$ cat src/rtl/tl2_pkg.sv
package tl2_pkg;

    // number of Hamming check bits needed for d data bits
    function automatic int ecc_p(input int d);
        int p;
        p = 1;
        while ((1 << p) < d + p + 1) p++;
        return p;
    endfunction

    // codeword position of the j-th data bit (skips powers of two)
    function automatic int data_pos(input int j);
        int pos;
        int n;
        pos = 2;
        n   = -1;
        while (n < j) begin
            pos++;
            if ((pos & (pos - 1)) != 0) n++;
        end
        return pos;
    endfunction

    typedef struct packed {
        logic err;
        logic hit;
    } way_stat_t;

endpackage

$ cat src/rtl/tl2_ecc_enc.sv
module tl2_ecc_enc #(
    parameter int D = 13,
    parameter int P = 5
) (
    input  logic [D-1:0] data,
    output logic [P-1:0] chk
);
    import tl2_pkg::*;

    for (genvar i = 0; i < P; i++) begin : g_bit
        logic [D-1:0] sel;
        for (genvar j = 0; j < D; j++) begin : g_dat
            if (((data_pos(j) >> i) & 1) != 0) begin : g_on
                assign sel[j] = data[j];
            end else begin : g_off
                assign sel[j] = 1'b0;
            end
        end
        assign chk[i] = ^sel;
    end

endmodule

$ cat src/rtl/tl2_ecc_chk.sv
module tl2_ecc_chk #(
    parameter int D = 13,
    parameter int P = 5,
    localparam int W = D + P + 1
) (
    input  logic [W-1:0] word,
    output logic         err
);
    logic [P-1:0] recomp;
    logic [P-1:0] syndrome;

    tl2_ecc_enc #(.D(D), .P(P)) u_enc (
        .data (word[D-1:0]),
        .chk  (recomp)
    );

    assign syndrome = recomp ^ word[D+P-1:D];
    // any nonzero syndrome or odd overall parity is a detected error
    assign err = (|syndrome) | (^word);

endmodule

$ cat src/rtl/tl2_repl.sv
module tl2_repl #(
    parameter int IDX_W = 3,
    localparam int SETS = 1 << IDX_W
) (
    input  logic             clk,
    input  logic             rst,
    input  logic [IDX_W-1:0] look_idx,
    input  logic             err0,
    input  logic             err1,
    input  logic             hit_upd,
    input  logic             hit_way,
    input  logic             fill_vld,
    input  logic [IDX_W-1:0] fill_idx,
    input  logic             fill_way,
    output logic             victim
);
    logic [SETS-1:0] lru;

    always_ff @(posedge clk) begin
        if (rst) begin
            lru <= '0;
        end else begin
            if (hit_upd)  lru[look_idx] <= ~hit_way;
            if (fill_vld) lru[fill_idx] <= ~fill_way;
        end
    end

    always_comb begin
        if (err0)      victim = 1'b0;
        else if (err1) victim = 1'b1;
        else           victim = lru[look_idx];
    end

    // a refill points the set's next victim at the other way
    a_r3_fill_lru: assert property (@(posedge clk) disable iff (rst)
        fill_vld |=> lru[$past(fill_idx)] == ~$past(fill_way));

endmodule

$ cat src/rtl/tl2_err_cnt.sv
module tl2_err_cnt #(
    parameter int CNT_W = 4
) (
    input  logic             clk,
    input  logic             rst,
    input  logic             inc,
    input  logic             clr,
    output logic [CNT_W-1:0] count
);
    localparam logic [CNT_W-1:0] TOP = '1;

    always_ff @(posedge clk) begin
        if (rst || clr)                count <= '0;
        else if (inc && count != TOP)  count <= count + 1'b1;
    end

    // one step per counted event below the ceiling
    a_r5_step: assert property (@(posedge clk) disable iff (rst)
        (inc && !clr && count != TOP) |=> count == $past(count) + 1'b1);
    // ceiling holds
    a_r7_sat: assert property (@(posedge clk) disable iff (rst)
        (count == TOP && !clr) |=> count == TOP);
    // clear wins
    a_r7_clr: assert property (@(posedge clk) disable iff (rst)
        clr |=> count == '0);

endmodule

$ cat src/rtl/tag_lookup2w.sv
module tag_lookup2w #(
    parameter int TAG_W = 12,
    parameter int IDX_W = 3,
    parameter int CNT_W = 4,
    localparam int D      = TAG_W + 1,
    localparam int P      = tl2_pkg::ecc_p(D),
    localparam int WORD_W = D + P + 1
) (
    input  logic              clk,
    input  logic              rst,
    input  logic              req_vld,
    input  logic [IDX_W-1:0]  req_index,
    input  logic [TAG_W-1:0]  req_tag,
    input  logic [WORD_W-1:0] rd_word0,
    input  logic [WORD_W-1:0] rd_word1,
    output logic              hit,
    output logic              hit_way,
    output logic              victim_way,
    output logic              err_evt,
    input  logic              fill_vld,
    input  logic [IDX_W-1:0]  fill_index,
    input  logic              fill_way,
    input  logic [TAG_W-1:0]  fill_tag,
    output logic              wr_en,
    output logic              wr_way,
    output logic [IDX_W-1:0]  wr_index,
    output logic [WORD_W-1:0] wr_word,
    input  logic              err_clr,
    output logic [CNT_W-1:0]  err_count
);
    import tl2_pkg::*;

    logic [WORD_W-1:0] rword [2];
    way_stat_t         st    [2];
    logic              any_hit;
    logic              any_err;

    assign rword[0] = rd_word0;
    assign rword[1] = rd_word1;

    for (genvar w = 0; w < 2; w++) begin : g_way
        tl2_ecc_chk #(.D(D), .P(P)) u_chk (
            .word (rword[w]),
            .err  (st[w].err)
        );
        assign st[w].hit = rword[w][TAG_W] && (rword[w][TAG_W-1:0] == req_tag)
                           && !st[w].err;
    end

    assign any_hit = st[0].hit | st[1].hit;
    assign any_err = st[0].err | st[1].err;
    assign hit     = req_vld & any_hit;
    assign hit_way = ~st[0].hit & st[1].hit;
    assign err_evt = req_vld & ~any_hit & any_err;

    tl2_repl #(.IDX_W(IDX_W)) u_repl (
        .clk      (clk),
        .rst      (rst),
        .look_idx (req_index),
        .err0     (st[0].err),
        .err1     (st[1].err),
        .hit_upd  (hit),
        .hit_way  (hit_way),
        .fill_vld (fill_vld),
        .fill_idx (fill_index),
        .fill_way (fill_way),
        .victim   (victim_way)
    );

    tl2_err_cnt #(.CNT_W(CNT_W)) u_cnt (
        .clk   (clk),
        .rst   (rst),
        .inc   (err_evt),
        .clr   (err_clr),
        .count (err_count)
    );

    // refill write path: encode {valid, tag}
    logic [D-1:0] fill_data;
    logic [P-1:0] fill_chk;
    assign fill_data = {1'b1, fill_tag};

    tl2_ecc_enc #(.D(D), .P(P)) u_enc (
        .data (fill_data),
        .chk  (fill_chk)
    );

    assign wr_en    = fill_vld;
    assign wr_way   = fill_way;
    assign wr_index = fill_index;
    assign wr_word  = {^{fill_chk, fill_data}, fill_chk, fill_data};

    // the reported way never carries a code error
    a_r1_clean_hit: assert property (@(posedge clk) disable iff (rst)
        hit |-> !(hit_way ? st[1].err : st[0].err));
    // a failing way is the victim, way 0 first
    a_r4_err0_victim: assert property (@(posedge clk) disable iff (rst)
        (req_vld && !hit && st[0].err) |-> victim_way == 1'b0);
    a_r4_err1_victim: assert property (@(posedge clk) disable iff (rst)
        (req_vld && !hit && !st[0].err && st[1].err) |-> victim_way == 1'b1);
    // a hit leaves the counter alone
    a_r6_masked: assert property (@(posedge clk) disable iff (rst)
        (hit && !err_clr) |=> $stable(err_count));
    // no request, no counting
    a_r9_idle: assert property (@(posedge clk) disable iff (rst)
        (!req_vld && !err_clr) |=> $stable(err_count));

endmodule

$ cat config.mk
export PLATFORM = sky130hd
export DESIGN_NAME = tag_lookup2w
export DESIGN_NICKNAME = d
export VERILOG_FILES = /design/src/rtl/tl2_pkg.sv /design/src/rtl/tl2_ecc_enc.sv /design/src/rtl/tl2_ecc_chk.sv /design/src/rtl/tl2_repl.sv /design/src/rtl/tl2_err_cnt.sv /design/src/rtl/tag_lookup2w.sv
export SDC_FILE = /design/constraint.sdc
export NUM_CORES = 1
export LEC_CHECK = 0
export BUFFER_PORTS_ARGS = -buffer_cell sky130_fd_sc_hd__clkbuf_2
export CORE_UTILIZATION = 50
export CTS_CLUSTER_DIAMETER = 200
export DETAILED_ROUTE_END_ITERATION = 8
export PLACE_DENSITY = 0.93
export SYNTH_ARGS = -nofsm -noshare
export SYNTH_HDL_FRONTEND = slang
export SYNTH_SLANG_ARGS = --single-unit
$ cat constraint.sdc
create_clock -name clk -period 4.3 [get_ports clk]
set_input_delay 0.86 -clock clk [delete_from_list [all_inputs] [get_ports clk]]
set_output_delay 0.86 -clock clk [all_outputs]
set_load 0.03 [all_outputs]
==> After elaboration in Yosys (flattened, before gate mapping) <==
Index checks and enable logic that the tools add are counted.
{ "word_totals": {"elab_cells": 67, "inputBits": 74, "reg_bits": 12, "out_inout_bits": 32} }
{ "op_classes": {"n_lt_le_gt_ge": 4, "add_sub_neg": 1, "n_bitwise": 14, "n_reduce_logical": 30, "n_eq_ne": 3, "mux": 13} }
{ "ops": {"columns": ["operator", "count"], "rows": [
  ["parity 13 bit", 15],
  ["parity 19 bit", 2],
  ["== test 12 bit", 2],
  ["two-way mux 8 bit", 3],
  ["parity 18 bit", 1],
  ["bitwise mux 8 bit", 2],
  ["OR reduction 5 bit", 2],
  ["XOR 5 bit", 2],
  ["less-than comparator 3 x 4 -> 1 bit (second input constant)", 2],
  ["logical AND 1 bit", 7],
  ["demux 1 bit (select 3 bit)", 2],
  [">= comparator 3 x 1 -> 1 bit (second input constant)", 2],
  ["two-way mux 1 bit", 5],
  ["adder 4 x 1 -> 4 bit (second input constant)", 1],
  ["AND 1 bit", 4],
  ["!= test 4 bit (second input constant)", 1],
  ["NOT 1 bit", 4],
  ["OR 1 bit", 4],
  ["binary-select mux 1 bit (select 3 bit)", 1],
  ["zero test 1 bit", 2],
  ["logical OR 1 bit", 1]
]} }

==> Logic depth before layout (Yosys ltp) <==
{ "logic_depth": {"ltp_word": 14, "mapped_depth": 9} }

==> Modules after synthesis <==
Synthesis repeated with hierarchy kept, for this count alone.
{ "hier_totals": {"cells_unflattened": 269, "hier_area_um2": 2486.1} }
{ "modules_own_cells": {"columns": ["mod", "area_per_inst_um2", "cells_per_inst", "instances", "seq_area_each_um2"], "rows": [
  ["tl2_repl", 639.4, 69, 1, 160.2],
  ["tl2_ecc_enc", 196.4, 20, 3, 0.0],
  ["tag_lookup2w", 581.8, 71, 1, 0.0],
  ["tl2_ecc_chk", 232.7, 24, 2, 0.0],
  ["tl2_err_cnt", 210.2, 21, 1, 80.1]
]} }

==> Least setup slack after synthesis <==
Ideal clock, no wire load.
{ "synth_path": {"path_type": "input to output", "from": "input port rd_word0[3]", "to": "output port hit", "required_ns": 3.440, "path_buffers": 0, "stages": 7, "path_slack_ns": 0.538, "arrival_ns": 2.902, "cell_sequence": "xnor2_1 -> xnor3_2 -> xnor3_1 -> mux2i_1 -> and3_4 -> nor2_1 -> nor2b_1"} }
{ "synth_via": {"elab_chain_len": 8, "word_cells_on_any_way": 13, "classes_between": "eq/ne (1); bitwise (4); reduce/logical (8)"} }
{ "synth_lines": {"columns": ["item", "line", "rtl"], "rows": [
  ["start: declaration", "tag_lookup2w.sv:14", "input logic [WORD_W-1:0] rd_word0,"],
  ["parity 13 bit", "tl2_ecc_enc.sv:19", "assign chk[i] = ^sel;"],
  ["XOR 5 bit", "tl2_ecc_chk.sv:17", "assign syndrome = recomp ^ word[D+P-1:D];"],
  ["OR reduction 5 bit", "tl2_ecc_chk.sv:19", "assign err = (|syndrome) | (^word);"],
  ["OR 1 bit", "tl2_ecc_chk.sv:19", null],
  ["zero test 1 bit", "tag_lookup2w.sv:47", "&& !st[w].err;"],
  ["logical AND 1 bit (*)", "tag_lookup2w.sv:47", null],
  ["OR 1 bit (*)", "tag_lookup2w.sv:50", "assign any_hit = st[0].hit | st[1].hit;"],
  ["AND 1 bit (*)", "tag_lookup2w.sv:52", "assign hit = req_vld & any_hit;"],
  ["end: declaration", "tag_lookup2w.sv:16", "output logic hit,"]
]} }
Mark *: on every way between the ends. The rest lies on a longest branch, timed or not.

==> Final worst setup path <==
Ends and elaborated chain as after synthesis.

==> impl_metrics.tcl <==
set metrics [dict create \
    htree_levels 1 \
    vias 2062 \
    drc 0 \
    post-route-period-util_pct 94.80 \
    dieArea_mm2 0.004493 \
    hp-class "reg -> reg" \
    final_cell_mix "104 x clkbuf_2, 62 x xnor2_1, 30 x xor2_1, 22 x nand2_1, 12 x dfxtp_1" \
    max-cap-violations 0 \
    cts_hold_buf 0 \
    worst-setup-path-type "in -> out" \
    synth_edf_count 0 \
    drive_above_1_share_pct 36.94 \
    synth-seq-cells 12 \
    end_kind "primary output" \
    grtUsageMet1_pct 26.18 \
    numCtsBuffers 3 \
    clock.fmax_ghz 0.2453 \
    clk_pin_slew_ns 0.05 \
    areaGrowthSynthToFinish_pct 22.54 \
    start_util_pct 52.48 \
    fin_crit_ns 4.077 \
    grt_util_met2_pct 45.25 \
    ys.flop_type "dfxtp_1" \
    vias_per_cell 5.384 \
    wl_per_cell_um 13.65 \
    utilization_pct 64.32 \
    crit_path_start_kind "input pin" \
    grt_util_met3_pct 1.199 \
    layout_commonest_cell "clkbuf_2" \
    grt_usage_pct 23.95 \
    die_x_um 67.03 \
    path_max_fanout 9 \
    synth_top_family_by_area "XOR/XNOR gates" \
    clk_path_buf_depth 2 \
    clock_sinks 12 \
    diodes 0 \
    grt_overflow_total 0 \
    synthCells 248 \
    critPathArrivalTime_ns 3.22 \
    syn_area_mm2 0.002115 \
    async_flop_share_pct 0 \
    setup_tns_ns 0 \
    tightest_slew_ns 0.5783 \
    hold_depth 2 \
    rsz0062_at_grt "no" \
    grt_antenna_before_repair 0 \
    core.rowCount 23 \
    synth-xor-area-share_pct 47.46 \
    syn_avg_cell_area_um2 8.526 \
    drt_pass1_iterations 4 \
    core-area_mm2 0.004029 \
    port_buffers 104 \
    ios 106 \
    cts_resized 0 \
    fin_nets 409 \
    num-fill-cells 358 \
    grt_pass1_vias 1889 \
    postCtsSetupRepairBufs 0 \
    die_h_um 67.03 \
    yosysSeqAreaShare_pct 11.36 \
    busiest_layer "met2" \
    insertion_delay_ns 0.25 \
    wl_um 5228 \
    synthMuxAreaShare_pct 1.893 \
    synth_compound_area_share_pct 13.49 \
    drt.antenna.violating_nets 0 \
    synth_nets 323 \
    slew_headroom_pct 61.30 \
    synth_cell_types 42 \
    worstPathRequired_ns 3.44 \
    drtIter0Drc 95 \
    p_leak_nw 1.160 \
    status "complete, no violations" \
    reg2reg_depth 4 \
    hpwl_um 4446 \
    clockRootBuffer "clkbuf_8" \
    place_congestion 1.079 \
    grt_first_pass_wirelength_um 8121 \
    p_per_area_mw_per_mm2 264.0 \
    synth_simple_gate_area_share_pct 17.04 \
    cts_tree "yes" \
    setup-violations-final 0 \
    drv_slew 0 \
    hold_viol 0 \
    hold_ws_ns 0.4882 \
    ir_drop_v 0.0002215 \
    fin_skew_ns 0.0004352 \
    yosys_warnings 0 \
    grt_max_degree 15 \
    synth_fa_ha_area_share_pct 0.5917 \
]
==> routing by layer <==
| layer | wire [µm] | share of wire [%] |
|---|---|---|
| met5 | 0 | 0 |
| met4 | 153 | 2.9 |
| met3 | 279 | 5.3 |
| met2 | 2735 | 52 |
| met1 | 2060 | 39 |
==> cells in the mapped netlist (2+ instances only) <==
library cell | number | area (µm²)
a211oi_2 | 2 | 25.02
a21oi_1 | 4 | 20.02
a21oi_2 | 3 | 26.28
a221oi_1 | 2 | 17.52
a221oi_2 | 3 | 45.04
a22o_1 | 2 | 17.52
a22oi_1 | 2 | 15.01
a31o_2 | 2 | 17.52
a31oi_1 | 2 | 12.51
and2_1 | 2 | 12.51
and3_1 | 2 | 12.51
buf_4 | 18 | 135.1
clkbuf_1 | 4 | 15.01
dfxtp_1 | 12 | 240.2
inv_1 | 2 | 7.510
mux2i_1 | 4 | 40.04
nand2_1 | 22 | 82.58
nand3_1 | 7 | 35.03
nand4_1 | 5 | 31.28
nor2_1 | 7 | 26.28
nor2b_1 | 4 | 25.02
nor3_1 | 7 | 35.03
nor3b_1 | 4 | 30.03
nor4_1 | 3 | 18.77
o21ai_1 | 8 | 40.04
or3_1 | 3 | 18.77
xnor2_1 | 62 | 543.0
xnor3_1 | 7 | 157.7
xor2_1 | 30 | 262.8
==> registers in the layout (all words and copies together) (netlist names) <==
name         cells
u_cnt.count      4
u_repl.lru       8
==> worst paths after layout <==
check / to / slack (ns) / startpoint
worst max-delay path: hit / 0.22 / rd_word0[3]
worst min-delay path: u_repl.lru[6] / 0.49 / u_repl.lru[6]
worst max register to register: u_cnt.count[0] / 3.10 / u_cnt.count[0]
worst min register to register: u_repl.lru[6] / 0.49 / u_repl.lru[6]
==> metrics by stage <==
stage	cell area, µm²	std cells	total power, mW	setup WS, ns
floorplan	2115	248	0.4505	0.5382
global placement	2536	379	0.5467	0.3269
detailed placement	2536	379	0.5567	0.2707
CTS	2591	383	0.6869	0.2584
global route	2591	383	0.7227	0.08678
finish	2591	383	0.6841	0.2235
==> final cells by class <==
class	instances	area, µm²	share of cell area, %
repair buffers	104	520.5	20.09
inverters	2	7.507	0.2897
well taps	50	62.56	2.414
clock buffers	4	55.05	2.125
multi-input cells	211	1705	65.81
flip-flops and latches	12	240.2	9.271
==> critical path, stage by stage <==
cell and delay, ns:
clkbuf_2 0.12, xnor2_1 0.28, xnor3_2 0.51, xnor3_1 0.36, mux2i_1 0.16, and3_4 0.18, nor2_1 0.45, nor2b_1 0.09
clkbuf_2 0.20
==> cell families after synthesis <==
| family | Yosys count |
|---|---|
| XOR/XNOR | 101 |
| AND/OR/NAND/NOR | 69 |
| AO/OA/AOI/OAI | 35 |
| buffers and inverters | 25 |
| flip-flops | 12 |
| multiplexers | 4 |
| adder cells (fa/ha/maj) | 1 |
| other | 1 |
==> report_power, final <==
group          internal (mW)  switching, mW  leakage, nW  total (mW)
Combinational          0.196          0.243         1.03       0.439
Sequential             0.115        0.00232       0.0974       0.117
Clock                 0.0813         0.0467       0.0288       0.128
Total                  0.392          0.292         1.16       0.684
(Power assumes the default switching activity.)
